===== config.mk =====
export PLATFORM = sky130hd
export DESIGN_NAME = cfg_serial_port
export DESIGN_NICKNAME = d
export VERILOG_FILES = /design/src/rtl/cfg_port_pkg.sv /design/src/rtl/cfg_sync.sv /design/src/rtl/cfg_edge.sv /design/src/rtl/cfg_shifter.sv /design/src/rtl/cfg_regbank.sv /design/src/rtl/cfg_serial_port.sv
export SDC_FILE = /design/constraint.sdc
export NUM_CORES = 1
export LEC_CHECK = 0
export BUFFER_PORTS_ARGS = -buffer_cell sky130_fd_sc_hd__buf_2
export CAP_MARGIN = 20
export CORE_ASPECT_RATIO = 0.75
export CORE_UTILIZATION = 55
export DETAILED_ROUTE_END_ITERATION = 6
export PLACE_DENSITY = 0.78
export SYNTH_ARGS = -nofsm -noshare
export SYNTH_HDL_FRONTEND = slang
export SYNTH_SLANG_ARGS = --single-unit

===== constraint.sdc =====
create_clock -name clk -period 4.5 [get_ports clk]
set_clock_uncertainty 0.2 [all_clocks]
set_input_delay 0.9 -clock clk [delete_from_list [all_inputs] [get_ports clk]]
set_output_delay 0.9 -clock clk [all_outputs]
set_load 0.03 [all_outputs]

===== src/rtl/cfg_port_pkg.sv =====
package cfg_port_pkg;
  localparam int CFG_W = 14;
  localparam logic [1:0] SEL_LEVEL  = 2'b00;
  localparam logic [1:0] SEL_FORMAT = 2'b01;
  localparam logic [CFG_W-1:0] LEVEL_RST  = 14'h0400;
  localparam logic [CFG_W-1:0] FORMAT_RST = 14'h0000;
endpackage


===== src/rtl/cfg_sync.sv =====
module cfg_sync #(
  parameter int W = 3,
  parameter int STAGES = 2,
  parameter logic [W-1:0] RST_VAL = '0
) (
  input  logic         clk,
  input  logic         rst_n,
  input  logic [W-1:0] async_i,
  output logic [W-1:0] sync_o
);
  logic [W-1:0] stage_q [STAGES];

  for (genvar s = 0; s < STAGES; s++) begin : g_stage
    always_ff @(posedge clk or negedge rst_n) begin
      if (!rst_n) stage_q[s] <= RST_VAL;
      else if (s == 0) stage_q[s] <= async_i;
      else stage_q[s] <= stage_q[(s == 0) ? 0 : s-1];
    end
  end

  assign sync_o = stage_q[STAGES-1];
endmodule


===== src/rtl/cfg_edge.sv =====
module cfg_edge #(
  parameter bit RISING = 1'b1,
  parameter logic RST_VAL = 1'b0
) (
  input  logic clk,
  input  logic rst_n,
  input  logic lvl_i,
  output logic pulse_o
);
  logic prev_q;

  always_ff @(posedge clk or negedge rst_n) begin
    if (!rst_n) prev_q <= RST_VAL;
    else prev_q <= lvl_i;
  end

  if (RISING) begin : g_rise
    assign pulse_o = lvl_i & ~prev_q;
  end else begin : g_fall
    assign pulse_o = ~lvl_i & prev_q;
  end

  // a pulse is never followed by another pulse on the next cycle
  assert_single_pulse_R3: assert property (@(posedge clk) disable iff (!rst_n)
    pulse_o |=> !pulse_o);
endmodule


===== src/rtl/cfg_shifter.sv =====
module cfg_shifter #(
  parameter int W = 16
) (
  input  logic         clk,
  input  logic         rst_n,
  input  logic         shift_i,
  input  logic         bit_i,
  output logic [W-1:0] word_o
);
  logic [W-1:0] sh_q;

  always_ff @(posedge clk or negedge rst_n) begin
    if (!rst_n) sh_q <= '0;
    else if (shift_i) sh_q <= {bit_i, sh_q[W-1:1]};
  end

  assign word_o = sh_q;

  // newest bit enters at the top, so the first bit ends at bit 0
  assert_lsb_first_R2: assert property (@(posedge clk) disable iff (!rst_n)
    shift_i |=> (sh_q[W-1] == $past(bit_i)) && (sh_q[W-2:0] == $past(sh_q[W-1:1])));
  assert_idle_hold_R7: assert property (@(posedge clk) disable iff (!rst_n)
    !shift_i |=> $stable(sh_q));
endmodule


===== src/rtl/cfg_regbank.sv =====
module cfg_regbank
  import cfg_port_pkg::*;
#(
  parameter int W = 16,
  parameter int ATT_W = 11
) (
  input  logic             clk,
  input  logic             rst_n,
  input  logic             commit_i,
  input  logic [W-1:0]     word_i,
  output logic [ATT_W-1:0] atten_code_o,
  output logic             mute_o,
  output logic             deemph_en_o,
  output logic             lsb_first_o,
  output logic             wide_sample_o,
  output logic             zdet_long_o,
  output logic [1:0]       deemph_rate_o,
  output logic             frame_sync_o
);
  logic [CFG_W-1:0] level_q, format_q;
  logic [1:0] sel;
  logic wr_level, wr_format;

  assign sel       = word_i[W-1:W-2];
  assign wr_level  = commit_i && (sel == SEL_LEVEL);
  assign wr_format = commit_i && (sel == SEL_FORMAT);

  always_ff @(posedge clk or negedge rst_n) begin
    if (!rst_n) begin
      level_q  <= LEVEL_RST;
      format_q <= FORMAT_RST;
    end else begin
      if (wr_level)  level_q  <= word_i[CFG_W-1:0];
      if (wr_format) format_q <= word_i[CFG_W-1:0];
    end
  end

  assign atten_code_o  = level_q[ATT_W-1:0];
  assign mute_o        = level_q[12];
  assign deemph_en_o   = level_q[13];
  assign lsb_first_o   = format_q[13];
  assign wide_sample_o = format_q[12];
  assign zdet_long_o   = format_q[5];
  assign deemph_rate_o = format_q[3:2];
  assign frame_sync_o  = format_q[1];

  assert_no_commit_hold_R3: assert property (@(posedge clk) disable iff (!rst_n)
    !commit_i |=> $stable(level_q) && $stable(format_q));
  assert_level_load_R4: assert property (@(posedge clk) disable iff (!rst_n)
    (commit_i && word_i[W-1:W-2] == 2'b00) |=> level_q == $past(word_i[CFG_W-1:0]) && $stable(format_q));
  assert_format_load_R5: assert property (@(posedge clk) disable iff (!rst_n)
    (commit_i && word_i[W-1:W-2] == 2'b01) |=> format_q == $past(word_i[CFG_W-1:0]) && $stable(level_q));
  assert_reject_R6: assert property (@(posedge clk) disable iff (!rst_n)
    (commit_i && word_i[W-1]) |=> $stable(level_q) && $stable(format_q));
endmodule


===== src/rtl/cfg_serial_port.sv =====
module cfg_serial_port #(
  parameter int WORD_W = 16,
  parameter int ATT_W = 11,
  parameter int SYNC_STAGES = 2
) (
  input  logic             clk,
  input  logic             rst_n,
  input  logic             host_sdi,
  input  logic             host_sclk,
  input  logic             host_load,
  output logic [ATT_W-1:0] atten_code_o,
  output logic             mute_o,
  output logic             deemph_en_o,
  output logic             lsb_first_o,
  output logic             wide_sample_o,
  output logic             zdet_long_o,
  output logic [1:0]       deemph_rate_o,
  output logic             frame_sync_o
);
  localparam int NWIRE = 3;
  localparam logic [NWIRE-1:0] WIRE_RST = 3'b100;

  logic [NWIRE-1:0] sync_v;
  logic shift_p, load_p;
  logic [WORD_W-1:0] word;

  cfg_sync #(.W(NWIRE), .STAGES(SYNC_STAGES), .RST_VAL(WIRE_RST)) u_sync (
    .clk(clk), .rst_n(rst_n),
    .async_i({host_load, host_sclk, host_sdi}), .sync_o(sync_v));

  cfg_edge #(.RISING(1'b1), .RST_VAL(WIRE_RST[1])) u_sclk_edge (
    .clk(clk), .rst_n(rst_n), .lvl_i(sync_v[1]), .pulse_o(shift_p));

  cfg_edge #(.RISING(1'b0), .RST_VAL(WIRE_RST[2])) u_load_edge (
    .clk(clk), .rst_n(rst_n), .lvl_i(sync_v[2]), .pulse_o(load_p));

  cfg_shifter #(.W(WORD_W)) u_shift (
    .clk(clk), .rst_n(rst_n), .shift_i(shift_p), .bit_i(sync_v[0]), .word_o(word));

  cfg_regbank #(.W(WORD_W), .ATT_W(ATT_W)) u_regs (
    .clk(clk), .rst_n(rst_n), .commit_i(load_p), .word_i(word),
    .atten_code_o(atten_code_o), .mute_o(mute_o), .deemph_en_o(deemph_en_o),
    .lsb_first_o(lsb_first_o), .wide_sample_o(wide_sample_o),
    .zdet_long_o(zdet_long_o), .deemph_rate_o(deemph_rate_o),
    .frame_sync_o(frame_sync_o));
endmodule


======== After elaboration in Yosys (flattened, before gate mapping) ========
Cells that the tools add are included.
word-level totals
  flip-flop bits (word level) ............. 52
  bits of input ports ..................... 5
  word-level logic and storage cells ...... 15
cells by class
  equal/unequal tests ..................... 1
  bitwise operators ....................... 4
  reduce and logical (&&, ||, !) cells .... 3
operator list
  kind                                                                    count
  1-bit AND                                                               2
  2-bit by 1-bit equality test with 1-bit output (second input constant)  1
  1-bit logical AND                                                       2
  2-bit zero test                                                         1
  1-bit NOT                                                               2

======== Depth between registers and ports, before layout ========
Gate-level depths: netlist of run 1.
  depth after elaboration ................. 3
  gate-level depth with buffers ........... 3

======== Cells and area by module ========
A second synthesis of run 1 with hierarchy kept.
unflattened totals
  cells, all modules ...................... 88
  area total of the unflattened synthesis .. 1631.6 sq um
modules (own cells, without submodules)
  module                   times used  cells each  area each (sq um)
  cfg_regbank              1           41          728.2
  cfg_shifter              1           34          649.4
  cfg_sync                 1           9           175.2
  cfg_edge at u_load_edge  1           2           40.0
  cfg_edge at u_sclk_edge  1           2           38.8

======== Worst setup path before layout of run 1 ========
Ideal clock, no wire load.
  kind .................................... reg-to-output
  start point ............................. reg u_regs.level_q[10]
  end point ............................... out atten_code_o[10]
  arrival time ............................ 0.595 ns
  required time ........................... 3.400 ns
  path slack .............................. 2.805 ns
  cell stages (with the launch flop) ...... 1
  buffers on the path ..................... 0
  cell sequence ........................... dfstp_2
RTL lines
  what                    RTL line               source
  start, declared         cfg_regbank.sv:20      logic [CFG_W-1:0] level_q, format_q;
  start signal, assigned  cfg_regbank.sv:33      if (wr_level) level_q <= word_i[CFG_W-1:0];
  end, declared           cfg_serial_port.sv:11  output logic [ATT_W-1:0] atten_code_o,
No word-level cell between the ends.

======== Worst setup path after layout of run 1 ========
  start point ............................. reg u_regs.level_q[10]
  end point ............................... out atten_code_o[10]
No word-level cell between the ends.

==> flow_summary.yaml, run 1 <==
clock_tree:
  h-tree-depth: 2
  ctsHoldBuffers: 0
  clockBufferDepth: 2
  clk_pin_slew_worst_paths_ns: 0.07
  clock_latency_ns: 0.29
  cts_setup_buffers: 0
  cts_resized: 0
  clockRootBuffer: "clkbuf_8"
  cts_tree: "built"
  clock-sinks: 43
  cts_made_buffers: 5
place:
  port_buffers: 23
  place_hpwl_mm: 1.570
  place_ws_ns: 2.205
  gp_congestion: 0.6807
worst_setup_path:
  worstPathMaxFanout: 2
  crit_path_cell_trace: "buf_2"
  startpoint_type: "flop"
  max_stage_delay_ns: 0.53
  worstPathArrival_ns: 1.00
  crit_path_end_kind: "output port"
  critical_path.top_delay_family: "flip-flops"
  path_buf_inv: 1
  slowest_stage: "dfstp_2"
  cp.required_ns: 3.40
  path_class: "reg -> out"
floorplanning:
  die_w_um: 63.26
  ioPinCount: 24
  rows: 16
  die_h_um: 47.94
  core_sq_um: 2643
  initial_core_util_pct: 58.57
  die-area_sq_um: 3032
global_routing:
  antenna_found_initial: 0
  grt_pass1_wl_mm: 3.677
  grt-ovfl-total: 0
  grt_pass1_vias: 783
  grtUsageTotal_pct: 17.84
  grt_max_degree: 44
drt:
  viasPerCell: 5.120
  drt_first_iter_violations: 17
  drt_pass1_iterations: 3
  vias: 768
  drcViolationCount: 0
  wl_per_cell_um: 15.27
  drt_wl_total_mm: 2.291
  ant_nets: 0
sta:
  slew_headroom_pct: 38.41
  finalCriticalPeriod_ns: 2.105
  setup_viol: 0
  hold_viol_final: 0
  timing.final.crit_share_pct: 46.77
  timing.setup.tns_ns: 0
  fmax_mhz: 475.1
  setup_ws_ns: 2.395
  worst_slew_pin_slew_ns: 0.9200
  rsz0062_at_grt: "no"
  drv_slew: 0
finish:
  drive_gt1_share_pct: 62.28
  syn_to_final_growth_pct: 15.44
  ff_latch_area_sq_um: 1081
  diodes: 0
  multi_input_area_sq_um: 440.4
  fillers: 201
  nets: 118
yosys:
  synthSimpleGateAreaFrac_pct: 2.991
  syn_area_sq_um: 1548
  avgSynthCellArea_sq_um: 18.00
  synth_area_leader_cell: "dfrtp_1"
  synth_seq_cells: 43
  synth_top_family_by_area: "multiplexers"
  synthAdderAreaFrac_pct: 0
  synth_top_area_share_pct: 63.06
  synth-compound-area-share_pct: 0
  synthTopCellsByArea: "dfrtp_1 63%, mux2_2 25%, dfstp_2 6.8%"
  seq_area_frac_synth_pct: 69.85
  syn_nets: 91
  synth_cell_types: 9
  synthXorXnorAreaFrac_pct: 0
  synthMuxAreaShare_pct: 25.46
  postSynthCellCount: 86
  ys_warn_count: 0
status:
  status: "completed"
pwr:
  vdd_drop_max_mv: 0.4574
  p_total_uw: 1197
  leakage_uw: 0.0008758
  power_density_nw_per_um2: 669.7
flow_run:
  max-cap-violations: 0
min_path:
  holdCritPathClass: "reg -> reg"
==> flip-flops by register name (all words and copies together), names as in the netlist <==
name,cells
u_regs.level_q,13
u_sclk_edge.prev_q,1
u_regs.format_q,6
u_load_edge.prev_q,1
u_sync.stage_q,3
u_shift.word_o,16
u_sync.sync_o,3
==> metrics by stage <==
step | instance area (sq um) | hold WS [ns] | utilization (%) | std cells
floorplan | 1548 | 0.1312 | - | 86
global placement | 1682 | 0.1346 | 63.64 | 141
detailed placement | 1682 | 0.1365 | 63.64 | 141
CTS | 1782 | 0.1531 | 67.42 | 149
global route | 1787 | 0.1661 | 67.61 | 150
finish | 1787 | 0.1496 | 67.61 | 150
==> cell usage in the layout (no fill, tap or decap) <==
| cell type | Yosys | routed |
|---|---|---|
| clkbuf_8 | 0 | 7 |
| nor2b_1 | 1 | 1 |
| dfrtp_1 | 39 | 39 |
| dfstp_2 | 4 | 4 |
| clkbuf_1 | 0 | 1 |
| clkbuf_2 | 0 | 1 |
| mux2_2 | 35 | 35 |
| nor4bb_1 | 1 | 1 |
| nor4b_4 | 1 | 1 |
| buf_2 | 3 | 23 |
| nand2b_1 | 1 | 1 |
==> area by class of cell <==
cell class | count | share of cell area (%)
well taps | 36 | 2.521
flip-flops and latches | 43 | 60.50
repair buffers | 24 | 6.723
multi-input cells | 39 | 24.65
clock buffers | 8 | 5.602
==> cells in the mapped netlist (all sizes together) <==
cell type and n:
mux2 35, buf 4, dfstp 4, nand2b 1, nor4b 1, nor4bb 1, dfrtp 39, nor2b 1
==> cell families (layout without fill, tap and decap cells) <==
family,Yosys count,in the layout
mux,35,35
buf+inv,4,32
simple gates,4,4
flops,43,43
==> path summary, 6_finish.rpt <==
path / start / to / slack, ns / cells after the start
hold / removal: u_sync.stage_q[3]$_DFF_PN0_ / u_sync.sync_o[0]$_DFF_PN0_ / 0.15 / 0
hold reg to reg: u_sync.stage_q[3]$_DFF_PN0_ / u_sync.sync_o[0]$_DFF_PN0_ / 0.15 / 0
setup reg to reg: u_shift.word_o[14]$_DFFE_PN0P_ / u_regs.level_q[0]$_DFFE_PN0P_ / 2.48 / 2
setup / recovery: u_regs.level_q[10]$_DFFE_PN1P_ / atten_code_o[10] / 2.40 / 1
min in group asynchronous: rst_n / u_regs.level_q[13]$_DFFE_PN0P_ / 0.53 / 1
max in group asynchronous: rst_n / u_shift.word_o[11]$_DFFE_PN0P_ / 3.02 / 1
==> where the power goes <==
part | leakage (uW) | internal [uW] | switching, uW | total, uW
clock | 0.0000515 | 140 | 115 | 255
combinational | 0.000288 | 145 | 198 | 343
sequential | 0.000536 | 518 | 80.9 | 598
==> metal layers <==
layer	up-vias	share of wire [%]	GRT usage [%]
li1	354	-	-
met1	392	44	20.91
met2	19	50	30.11
met3	3	5.0	8.095
met4	0	1.0	6.818
met5	-	0	0
(Power assumes the default switching activity.)
==> run 2, diff against run 1 <==
- CORE_UTILIZATION: 55 -> 54
- PLACE_DENSITY: 0.78 -> 0.76
- clock period: 4.5 -> 2.06 ns (I/O delays scaled with it)
==> run 2 against run 1 <==
Compared with the run above:
- sequential power up 120%
- largest cell class unchanged
- highest routed layer unchanged
- via count rose by 4.0%
- non-clock buffer count rose by 5
==> flow_summary.yaml, run 2 (synthesis gave the netlist of run 1 again) <==
floorplanning:
  die_h_um: 48.37
  ioPinCount: 24
  core_sq_um: 2663
  die-area_sq_um: 3087
  rows: 16
  die_w_um: 63.82
  initial_core_util_pct: 58.13
finish:
  syn_to_final_growth_pct: 19.16
  nets: 123
  drive_gt1_share_pct: 62.18
  final_cell_mix: "39 x dfrtp_1, 35 x mux2_2, 23 x buf_2, 7 x clkbuf_8, 4 x dfstp_2"
  largest_reg_flops: 16
  layout_commonest_cell: "dfrtp_1"
  diodes: 0
place:
  port_buffers: 23
  place_hpwl_mm: 1.661
  gp_congestion: 0.6921
clock_tree:
  clockRootBuffer: "clkbuf_8"
  cts_resized: 0
  cts_tree: "built"
  clock_latency_ns: 0.28
  cts_made_buffers: 5
  clock-sinks: 43
  clockBufferDepth: 2
  h-tree-depth: 2
  clk_pin_slew_worst_paths_ns: 0.07
worst_setup_path:
  crit_path_end_kind: "flop"
  path_class: "reg -> reg"
  path_buf_inv: 1
  crit_path_cell_trace: "nor4bb_1 > buf_4 > mux2_2"
  cp.required_ns: 2.03
  worstPathArrival_ns: 1.67
  max_stage_delay_ns: 0.53
  startpoint_type: "flop"
  critical_path.top_delay_family: "flip-flops"
  worstPathMaxFanout: 6
  slowest_stage: "dfstp_2"
sta:
  drv_slew: 0
  whs_ns: 0.02987
  timing.setup.tns_ns: 0
  hold_viol_final: 0
  finalCriticalPeriod_ns: 1.695
  setup_viol: 0
  slew_headroom_pct: 64.98
  timing.final.crit_share_pct: 82.31
  rsz0062_at_grt: "no"
  worst_slew_pin_slew_ns: 0.5252
  fmax_mhz: 589.8
drt:
  wl_per_cell_um: 15.17
  drt_wl_total_mm: 2.352
  drt_pass1_iterations: 2
  viasPerCell: 5.155
  ant_nets: 0
  vias: 799
  drcViolationCount: 0
  drt_first_iter_violations: 23
flow_run:
  max-cap-violations: 0
status:
  status: "completed"
global_routing:
  grt-ovfl-total: 0
  grt_max_degree: 24
  grt_pass1_vias: 855
  grtUsageTotal_pct: 19.47
  antenna_found_initial: 0
  grt_pass1_wl_mm: 4.271
min_path:
  holdCritPathClass: "in -> reg"
pwr:
  vdd_drop_max_mv: 0.8314
  power_density_nw_per_um2: 1427
  leakage_uw: 0.0009049
[run 2: cell count changes in the layout (fill, tap and decap cells not counted), sizes merged]
cell and delta:
dlygate4sd3 +2, buf +4, clkbuf -1
[run 2: timing repair]
item | CTS | global route
hold buffers | 1 | 1
setup buffers | 0 | 0
hold endpoints to repair | 21 | 1
[run 2: routing by layer]
metal  part of all wire (%)  up-vias  wire [um]  track usage (%)
li1                       -      363          -                -
met1                     43      411       1011            24.18
met2                     51       20       1197            29.61
met3                    4.6        5        108            8.962
met4                    1.5        0         36            7.955
met5                      0        -          0                0
[run 2: final cells by class]
type | count | area, sq um
timing repair buffer | 29 | 177.7
sequential | 43 | 1081
tap | 36 | 45.04
fill | 185 | 818.3
clock buffer | 8 | 100.1
multi-input combinational | 39 | 440.4
[run 2: through the flow]
step	setup WS, ns	std cells	instance area, sq um	utilization (%)	power (uW)
2_1_floorplan	0.4500	86	1548	-	1840
3_3_place_gp	0.4518	145	1724	64.76	2059
3_5_place_dp	0.3595	145	1724	64.76	2102
4_1_cts	0.3525	154	1834	68.89	2671
5_1_grt	0.3106	155	1844	69.27	2795
6_report	0.3645	155	1844	69.27	2631
[run 2: path summary, 6_finish.rpt]
kind	start	endpoint	slack [ns]	cells past startpoint
setup / recovery	u_load_edge.prev_q$_DFF_PN1_	u_regs.format_q[2]$_DFFE_PN0P_	0.36	3
hold / removal	host_sclk	u_sync.stage_q[4]$_DFF_PN0_	0.03	1
setup reg to reg	u_load_edge.prev_q$_DFF_PN1_	u_regs.format_q[2]$_DFFE_PN0P_	0.36	3
hold reg to reg	u_sync.stage_q[4]$_DFF_PN0_	u_sync.sync_o[1]$_DFF_PN0_	0.15	0
max in group asynchronous	rst_n	u_sync.sync_o[2]$_DFF_PN1_	0.66	3
min in group asynchronous	rst_n	u_regs.level_q[3]$_DFFE_PN0P_	0.43	2
[run 2: report_power, final]
part	internal [uW]	switching, uW	leakage [uW]	total (uW)
Sequential	1130	177	0.000536	1310
Clock	306	258	0.0000515	564
Combinational	326	435	0.000317	761
